`src/rtl/prio_intc_pkg.sv`:
```
package prio_intc_pkg;
  localparam int DEF_N_IRQ  = 8;
  localparam int DEF_DATA_W = 8;

  typedef enum logic [1:0] {
    SEL_MASK = 2'd0,
    SEL_BASE = 2'd1,
    SEL_MODE = 2'd2,
    SEL_EOI  = 2'd3
  } cfg_sel_e;
endpackage

```
`src/rtl/prio_intc_regs.sv`:
```
module prio_intc_regs
  import prio_intc_pkg::*;
#(
  parameter int N_IRQ  = DEF_N_IRQ,
  parameter int DATA_W = DEF_DATA_W
) (
  input  logic              clk,
  input  logic              rst,
  input  logic              we,
  input  logic [1:0]        addr,
  input  logic [DATA_W-1:0] wdata,
  output logic [N_IRQ-1:0]  mask_o,
  output logic [DATA_W-1:0] base_o,
  output logic              nested_o,
  output logic              eoi_o
);
  cfg_sel_e sel;
  assign sel   = cfg_sel_e'(addr);
  assign eoi_o = we && (sel == SEL_EOI);

  always_ff @(posedge clk) begin
    if (rst) begin
      mask_o   <= '0;
      base_o   <= '0;
      nested_o <= 1'b0;
    end else if (we) begin
      case (sel)
        SEL_MASK: mask_o   <= wdata[N_IRQ-1:0];
        SEL_BASE: base_o   <= wdata;
        SEL_MODE: nested_o <= wdata[0];
        default: ;
      endcase
    end
  end
endmodule

```
`src/rtl/prio_intc_edge.sv`:
```
module prio_intc_edge #(
  parameter int N_IRQ = 8
) (
  input  logic             clk,
  input  logic             rst,
  input  logic [N_IRQ-1:0] irq_i,
  input  logic [N_IRQ-1:0] clr_i,
  output logic [N_IRQ-1:0] pend_o
);
  logic [N_IRQ-1:0] irq_d;
  logic [N_IRQ-1:0] rise;

  assign rise = irq_i & ~irq_d;

  always_ff @(posedge clk) begin
    if (rst) begin
      irq_d  <= '0;
      pend_o <= '0;
    end else begin
      irq_d  <= irq_i;
      pend_o <= (pend_o & ~clr_i) | rise;
    end
  end
endmodule

```
`src/rtl/prio_intc_pick.sv`:
```
module prio_intc_pick #(
  parameter int N     = 8,
  parameter int IDX_W = $clog2(N)
) (
  input  logic [N-1:0]     vec_i,
  output logic             hit_o,
  output logic [IDX_W-1:0] idx_o,
  output logic [N-1:0]     one_o
);
  always_comb begin
    hit_o = 1'b0;
    idx_o = '0;
    for (int k = N - 1; k >= 0; k--) begin
      if (vec_i[k]) begin
        hit_o = 1'b1;
        idx_o = IDX_W'(k);
      end
    end
  end

  for (genvar g = 0; g < N; g++) begin : g_one
    assign one_o[g] = hit_o && (idx_o == IDX_W'(g));
  end
endmodule

```
`src/rtl/prio_intc.sv`:
```
module prio_intc
  import prio_intc_pkg::*;
#(
  parameter int N_IRQ  = DEF_N_IRQ,
  parameter int DATA_W = DEF_DATA_W
) (
  input  logic              clk,
  input  logic              rst,
  input  logic [N_IRQ-1:0]  irq_i,
  input  logic              cfg_we,
  input  logic [1:0]        cfg_addr,
  input  logic [DATA_W-1:0] cfg_wdata,
  input  logic              inta_i,
  output logic              intr_o,
  output logic [DATA_W-1:0] vec_o,
  output logic              vec_vld_o
);
  localparam int IDX_W = $clog2(N_IRQ);

  logic [N_IRQ-1:0]  mask_q;
  logic [DATA_W-1:0] base_q;
  logic              nested_q;
  logic              eoi;
  logic [N_IRQ-1:0]  pend;
  logic [N_IRQ-1:0]  isr_q;
  logic [N_IRQ-1:0]  elig;
  logic              e_hit, s_hit;
  logic [IDX_W-1:0]  e_idx, s_idx;
  logic [N_IRQ-1:0]  e_one, s_one;
  logic              fwd;
  logic [N_IRQ-1:0]  take;
  logic [N_IRQ-1:0]  done;
  logic [IDX_W-1:0]  sel_idx;

  prio_intc_regs #(.N_IRQ(N_IRQ), .DATA_W(DATA_W)) u_regs (
    .clk(clk), .rst(rst), .we(cfg_we), .addr(cfg_addr), .wdata(cfg_wdata),
    .mask_o(mask_q), .base_o(base_q), .nested_o(nested_q), .eoi_o(eoi)
  );

  prio_intc_edge #(.N_IRQ(N_IRQ)) u_edge (
    .clk(clk), .rst(rst), .irq_i(irq_i), .clr_i(take), .pend_o(pend)
  );

  assign elig = pend & ~mask_q;

  prio_intc_pick #(.N(N_IRQ), .IDX_W(IDX_W)) u_pick_req (
    .vec_i(elig), .hit_o(e_hit), .idx_o(e_idx), .one_o(e_one)
  );

  prio_intc_pick #(.N(N_IRQ), .IDX_W(IDX_W)) u_pick_isr (
    .vec_i(isr_q), .hit_o(s_hit), .idx_o(s_idx), .one_o(s_one)
  );

  always_comb begin
    if (nested_q) fwd = e_hit && (!s_hit || (e_idx < s_idx));
    else          fwd = e_hit && !s_hit;
  end

  assign take    = (inta_i && fwd) ? e_one : '0;
  assign done    = eoi ? s_one : '0;
  assign sel_idx = fwd ? e_idx : {IDX_W{1'b1}};

  always_ff @(posedge clk) begin
    if (rst) begin
      isr_q     <= '0;
      intr_o    <= 1'b0;
      vec_o     <= '0;
      vec_vld_o <= 1'b0;
    end else begin
      isr_q     <= (isr_q & ~done) | take;
      intr_o    <= fwd && !inta_i;
      vec_vld_o <= inta_i;
      if (inta_i) vec_o <= {base_q[DATA_W-1:IDX_W], sel_idx};
    end
  end
endmodule

```
`config.mk`:
```
export PLATFORM = sky130hd
export DESIGN_NAME = prio_intc
export DESIGN_NICKNAME = d
export VERILOG_FILES = /design/src/rtl/prio_intc_pkg.sv /design/src/rtl/prio_intc_regs.sv /design/src/rtl/prio_intc_edge.sv /design/src/rtl/prio_intc_pick.sv /design/src/rtl/prio_intc.sv
export SDC_FILE = /design/constraint.sdc
export NUM_CORES = 1
export LEC_CHECK = 0
export CORE_MARGIN = 5
export CORE_UTILIZATION = 35
export CTS_BUF_LIST = sky130_fd_sc_hd__clkbuf_8
export CTS_CLUSTER_SIZE = 24
export DETAILED_ROUTE_END_ITERATION = 10
export PLACE_DENSITY = 0.54
export SLEW_MARGIN = 20
export SYNTH_ARGS = -nofsm -noshare
export SYNTH_HDL_FRONTEND = slang
export SYNTH_SLANG_ARGS = --single-unit
```
`constraint.sdc`:
```
create_clock -name clk -period 2.92 [get_ports clk]
set_input_delay 0.292 -clock clk [delete_from_list [all_inputs] [get_ports clk]]
set_output_delay 0.292 -clock clk [all_outputs]
set_load 0.01 [all_outputs]
```
[Word-level counts from Yosys, hierarchy flattened]
Index checks and enable logic that the tools add are counted.
Word-level totals
  bits in registers: 51
  input port bits: 22
  output and inout bits: 10
  word-level logic and storage cells: 103
Operators by class
  $lt $le $gt $ge: 1
  eq/ne operators: 17
  mux-type cells: 36
  bitwise logic cells: 10
  reductions and logical operators: 30
Operators with widths (number)
  $mux 3: 17
  $and 8x8->8: 4
  $not 8->8: 4
  $eq 3x3->1 const B: 8
  $logic_and 1x1->1: 21
  $mux 1: 17
  $mux 8: 2
  $or 8x8->8: 2
  $eq 3x2->1 const B: 4
  $eq 3x1->1 const B: 2
  $logic_not 3->1: 2
  $reduce_and 2->1: 3
  $eq 2x2->1 const B: 2
  $lt 3x3->1: 1
  $eq 2x1->1 const B: 1
  $logic_not 1->1: 2
  $logic_not 2->1: 1
  $logic_or 1x1->1: 1

[Longest topological paths before layout]
  word-level depth: 19
  depth in mapped cells: 10
  mapped depth without buffers: 10

[Modules after synthesis]
Synthesis repeated with hierarchy kept, for this count alone.
Second synthesis, totals
  cells, all modules: 300
  area total of the unflattened synthesis: 2693.8 um2
By module, submodules not included
  prio_intc: times used 1, cells each 132, area an instance 1104.8 um2, sequential area each 360.3 um2
  prio_intc_regs: times used 1, cells each 69, area an instance 744.5 um2, sequential area each 340.3 um2
  prio_intc_edge: times used 1, cells each 49, area an instance 564.3 um2, sequential area each 320.3 um2
  prio_intc_pick: times used 2, cells each 25, area an instance 140.1 um2, sequential area each 0.0 um2

[Least setup slack after synthesis]
Ideal clock, no wire load.
  path type: reg-to-reg
  from: register u_edge.pend_o[4]
  to: register u_edge.pend_o[5]
  library setup time: 117 ps
  data arrival time: 1853 ps
  data required time: 2803 ps
  setup slack: 949 ps
  stages on the path, launching flop included: 11
  path buffers: 0
  period minus slack after synthesis: 1971 ps
  cell sequence: dfxtp_1 > nor2b_1 > nor2_1 > nand2_1 > a21oi_1 > ha_1 > o21ai_0 > a32oi_2 > nor2_2 > nand3_1 > a32o_1
Between the ends
  word-level cells in the longest chain between the ends: 15
  elaborated cells on any way between the ends: 23
  classes of those cells: order compare: 1; eq/ne: 1; mux: 12; bitwise: 4; reduce/logical: 5
RTL lines
  from (decl): RTL line prio_intc_edge.sv:8  | output logic [N_IRQ-1:0] pend_o
  from (signal assigned): RTL line prio_intc_edge.sv:21  | pend_o <= (pend_o & ~clr_i) | rise;
  $and 8x8->8 *: RTL line prio_intc.sv:44  | assign elig = pend & ~mask_q;
  $mux 3 (5 in series): RTL line prio_intc_pick.sv:14  | if (vec_i[k]) begin
  $lt 3x3->1: RTL line prio_intc.sv:55  | if (nested_q) fwd = e_hit && (!s_hit || (e_idx < s_idx));
  $logic_or 1x1->1: RTL line prio_intc.sv:55
  $logic_and 1x1->1: RTL line prio_intc.sv:55
  $mux 1: RTL line prio_intc.sv:55
  $logic_and 1x1->1: RTL line prio_intc.sv:59  | assign take = (inta_i && fwd) ? e_one : '0;
  $mux 8 *: RTL line prio_intc.sv:59
  $not 8->8 *: RTL line prio_intc_edge.sv:21
  $and 8x8->8 *: RTL line prio_intc_edge.sv:21
  $or 8x8->8 *: RTL line prio_intc_edge.sv:21
Mark *: on every way between the ends. The rest lies on a longest branch, timed or not.
A chain may end at the register's enable or synchronous reset.

[Worst setup path after layout]
  from: register u_regs.mask_o[6]
  to: register vec_o[2]
Between the ends
  word-level cells in the longest chain between the ends: 14
  elaborated cells on any way between the ends: 22
  classes of those cells: order compare: 1; mux: 16; bitwise: 2; reduce/logical: 3
RTL lines
  from (decl): RTL line prio_intc_regs.sv:12  | output logic [N_IRQ-1:0] mask_o,
  from (signal assigned): RTL line prio_intc_regs.sv:28  | SEL_MASK: mask_o <= wdata[N_IRQ-1:0];
  $not 8->8 *: RTL line prio_intc.sv:44
  $and 8x8->8 *: RTL line prio_intc.sv:44
  $mux 3 (7 in series): RTL line prio_intc_pick.sv:14
  $lt 3x3->1: RTL line prio_intc.sv:55
  $logic_or 1x1->1: RTL line prio_intc.sv:55
  $logic_and 1x1->1: RTL line prio_intc.sv:55
  $mux 1: RTL line prio_intc.sv:55
  $mux 3 *: RTL line prio_intc.sv:61  | assign sel_idx = fwd ? e_idx : {IDX_W{1'b1}};
  to (signal assigned): RTL line prio_intc.sv:73  | if (inta_i) vec_o <= {base_q[DATA_W-1:IDX_W], sel_idx};
  to (decl): RTL line prio_intc.sv:15  | output logic [DATA_W-1:0] vec_o,
Marks and branches as above.

==> impl_metrics.env <==
export IMPL_r2r_start="u_regs.mask_o[6]"
export IMPL_hold_violations=0
export IMPL_syn_nets=260
export IMPL_row_count=28
export IMPL_worst_setup_path_start_kind="flop"
export IMPL_worstReg2RegEnd="vec_o[2]"
export IMPL_start_util_pct=35.7
export IMPL_ff2ff_path_depth=9
export IMPL_avgSynthCellArea_um2=8.91
export IMPL_end_kind="flop"
export IMPL_max_stage_delay_ns=0.40
export IMPL_fmax_mhz=418
export IMPL_grt_overflow_total=0
export IMPL_cts_sinks=48
export IMPL_drt_iter0_drc=70
export IMPL_worst_slew_pin_slew_ns=0.568
export IMPL_diodes=0
export IMPL_cts_tree="done"
export IMPL_port_buffers=31
export IMPL_via_per_inst=5.02
export IMPL_clock_latency_ns=0.30
export IMPL_antenna_found_initial=0
export IMPL_ir_drop_v=0.000285
export IMPL_path_class="flop to flop"
export IMPL_clk_path_buf_depth=2
export IMPL_synth_edf_count=0
export IMPL_synth_cells=236
export IMPL_crit_start="u_regs.mask_o[6]"
export IMPL_nets=292
export IMPL_ys_warn_count=0
export IMPL_dp_cells=336
export IMPL_grt_pass1_wl_um=8270
export IMPL_coreArea_um2=5890
export IMPL_die_w_um=87.5
export IMPL_cts_setup_buffers=0
export IMPL_avgRoutedWirePerCell_um=14.0
export IMPL_maxCapViolations=0
export IMPL_cp_required_ns=3.14
export IMPL_hpwl_um=3650
export IMPL_status="finished, final reports clean"
export IMPL_finalSetupViolations=0
export IMPL_totalPowerFinal_mw=1.46
export IMPL_leakagePower_nw=1.00
export IMPL_h_tree_depth=2
export IMPL_clk_pin_slew_ns=0.09
export IMPL_ant_nets=0
export IMPL_arrival_ns=2.61
export IMPL_min_period_ns=2.39
export IMPL_root_buffer="clkbuf_8"
export IMPL_slew_violations=0
export IMPL_remaining_drc_errors=0
export IMPL_die_area_um2=7660
export IMPL_synth_cell_types=43
export IMPL_slowest_stage="nor3_1"
export IMPL_netlist_area_um2=2100
export IMPL_ys_seq_area_share_pct=45.7
export IMPL_cp_common_cell="o21ai_0"
export IMPL_nFillCells=612
export IMPL_grt_max_degree=31
export IMPL_drive_gt1_share_pct=6.32
export IMPL_ctsResizeCount=0
export IMPL_finalNonFillerCells=344
export IMPL_grt_total_usage_pct=13.8
export IMPL_cellPowerDensity_nw_per_um2=566
export IMPL_firstDrtPassIters=4
export IMPL_pin_count=32
export IMPL_area_delta_synth_final_pct=22.4
export IMPL_ys_async_sr_fraction_pct=0
export IMPL_fin_tns_setup_ns=0
export IMPL_post_route_period_util_pct=81.9
export IMPL_cp_max_fo=5
export IMPL_synth_seq_cells=48
export IMPL_rsz0062_at_grt="no"
export IMPL_ys_dominant_reg_cell="dfxtp_1"
export IMPL_postCtsHoldBufs=0
export IMPL_die_y_um=87.5
export IMPL_slew_headroom_pct=61.6
export IMPL_cp_cell_sequence="nand2b_1 > o21ai_0 > nor3_1 > nor2_1 > ha_1 > o21ai_0 > a32oi_2 > o21ai_1 > a311oi_1"
export IMPL_endpoint="vec_o[2]"
export IMPL_num_vias=1727
export IMPL_place_congestion=0.786
export IMPL_clock_skew_ns=0.00432
export IMPL_routed_wl_um=4820
export IMPL_worstHoldPathType="flop to flop"
export IMPL_numCtsBuffers=5
export IMPL_grt_pass1_vias=1723
export IMPL_reg2reg_slack_ns=0.53
## power by group
group / switching [mW] / leakage, nW / internal, mW
combinational: 0.185 / 0.560 / 0.146
sequential: 0.0330 / 0.394 / 0.697
clock: 0.228 / 0.0479 / 0.167
## stage by stage
step | worst slack [ns] | utilization (%) | cell area (um2) | hold WS (ns)
after floorplan | 0.949 | - | 2100 | 0.399
after global placement | 0.591 | 42.2 | 2480 | 0.451
after detailed placement | 0.536 | 42.2 | 2480 | 0.445
after CTS | 0.506 | 43.7 | 2570 | 0.458
after global routing | 0.206 | 43.7 | 2570 | 0.469
final | 0.529 | 43.7 | 2570 | 0.450
## layout by cell type (no fill, tap or decap), types with 2 or more instances in the layout
master and instances:
nand3_1 7, clkdlybuf4s50_1 31, o211ai_1 3, nor2b_1 17, a31oi_1 2, nor4_1 3, and3_1 4, clkinv_2 2
buf_4 3, dfxtp_1 48, nand3b_1 2, nand2_1 14, nor3_1 5, nand2b_1 9, o21ai_0 16, nor3b_1 2
nor2_1 32, ha_1 2, clkbuf_8 5, inv_1 11, mux2i_1 19, a21oi_1 7, o21a_1 2, o32ai_1 2
a311oi_1 2
## registers in the layout (all words and copies together), names as in the netlist
register,count
intr_o,1
u_regs.nested_o,1
vec_vld_o,1
u_edge.irq_d,8
vec_o,8
u_edge.pend_o,8
u_regs.base_o,5
isr_q,8
u_regs.mask_o,8
## critical path: cells and delay by family (launching register included)
family,cells,cell delay (ns)
compound gates,5,1.07
simple gates,3,0.61
flops,1,0.33
fa+ha+maj,1,0.31
## cells in the mapped netlist, types with 2 or more instances
library cell,number,share of area [%]
o32ai_1,2,0.83
nor2_1,32,5.7
o21ai_0,16,3.8
mux2i_1,19,9.0
o211ai_1,3,1.1
a31oi_1,2,0.60
buf_2,2,0.48
nand2_1,14,2.5
a311oi_1,2,0.83
nor4_1,3,0.89
nand2b_1,9,2.7
clkbuf_1,5,0.89
a21oi_1,7,1.7
nor3b_1,2,0.71
nand3_1,7,1.7
o21a_1,2,0.71
inv_1,11,2.0
ha_1,2,1.2
dfxtp_1,48,46
nor3_1,5,1.2
nor2b_1,17,5.1
nand3b_1,2,0.71
and3_1,4,1.2
## logic make-up after synthesis
kind of cell               Yosys count  share of synthesized area [%]
and+or+nand+nor                     99                           24.3
AOI/OAI and AO/OA                   48                           15.7
DFF                                 48                           45.7
buffers and inverters               20                           4.05
muxes                               19                           9.05
adders and majority gates            2                           1.19
## worst min-delay path by stage
stage	slack, ns	start	to	cells after the start
floorplan	0.40	irq_i[7]	u_edge.irq_d[7]	2
global placement	0.45	u_edge.irq_d[7]	u_edge.pend_o[7]	1
detailed placement	0.45	u_edge.irq_d[7]	u_edge.pend_o[7]	1
CTS	0.46	u_edge.irq_d[7]	u_edge.pend_o[7]	1
global route	0.47	u_edge.irq_d[7]	u_edge.pend_o[7]	1
finish	0.45	u_edge.irq_d[7]	u_edge.pend_o[7]	1
## area by class of cell
| class | instances | area, um2 | share of cell area (%) |
|---|---|---|---|
| clock buffers | 5 | 68.8 | 2.68 |
| flip-flops and latches | 48 | 961 | 37.4 |
| well taps | 75 | 93.8 | 3.65 |
| clock inverters | 3 | 18.8 | 0.730 |
| repair buffers | 34 | 333 | 12.9 |
| inverters | 11 | 41.3 | 1.61 |
| multi-input cells | 168 | 1060 | 41.1 |
## layer usage
layer	global-route usage, %	up-vias	share of wire (%)
li1	-	892	-
met1	17.5	790	46
met2	22.7	41	49
met3	4.26	4	4.4
met4	3.91	0	0.96
met5	0	-	0
Power figures use the tool's default switching activity.
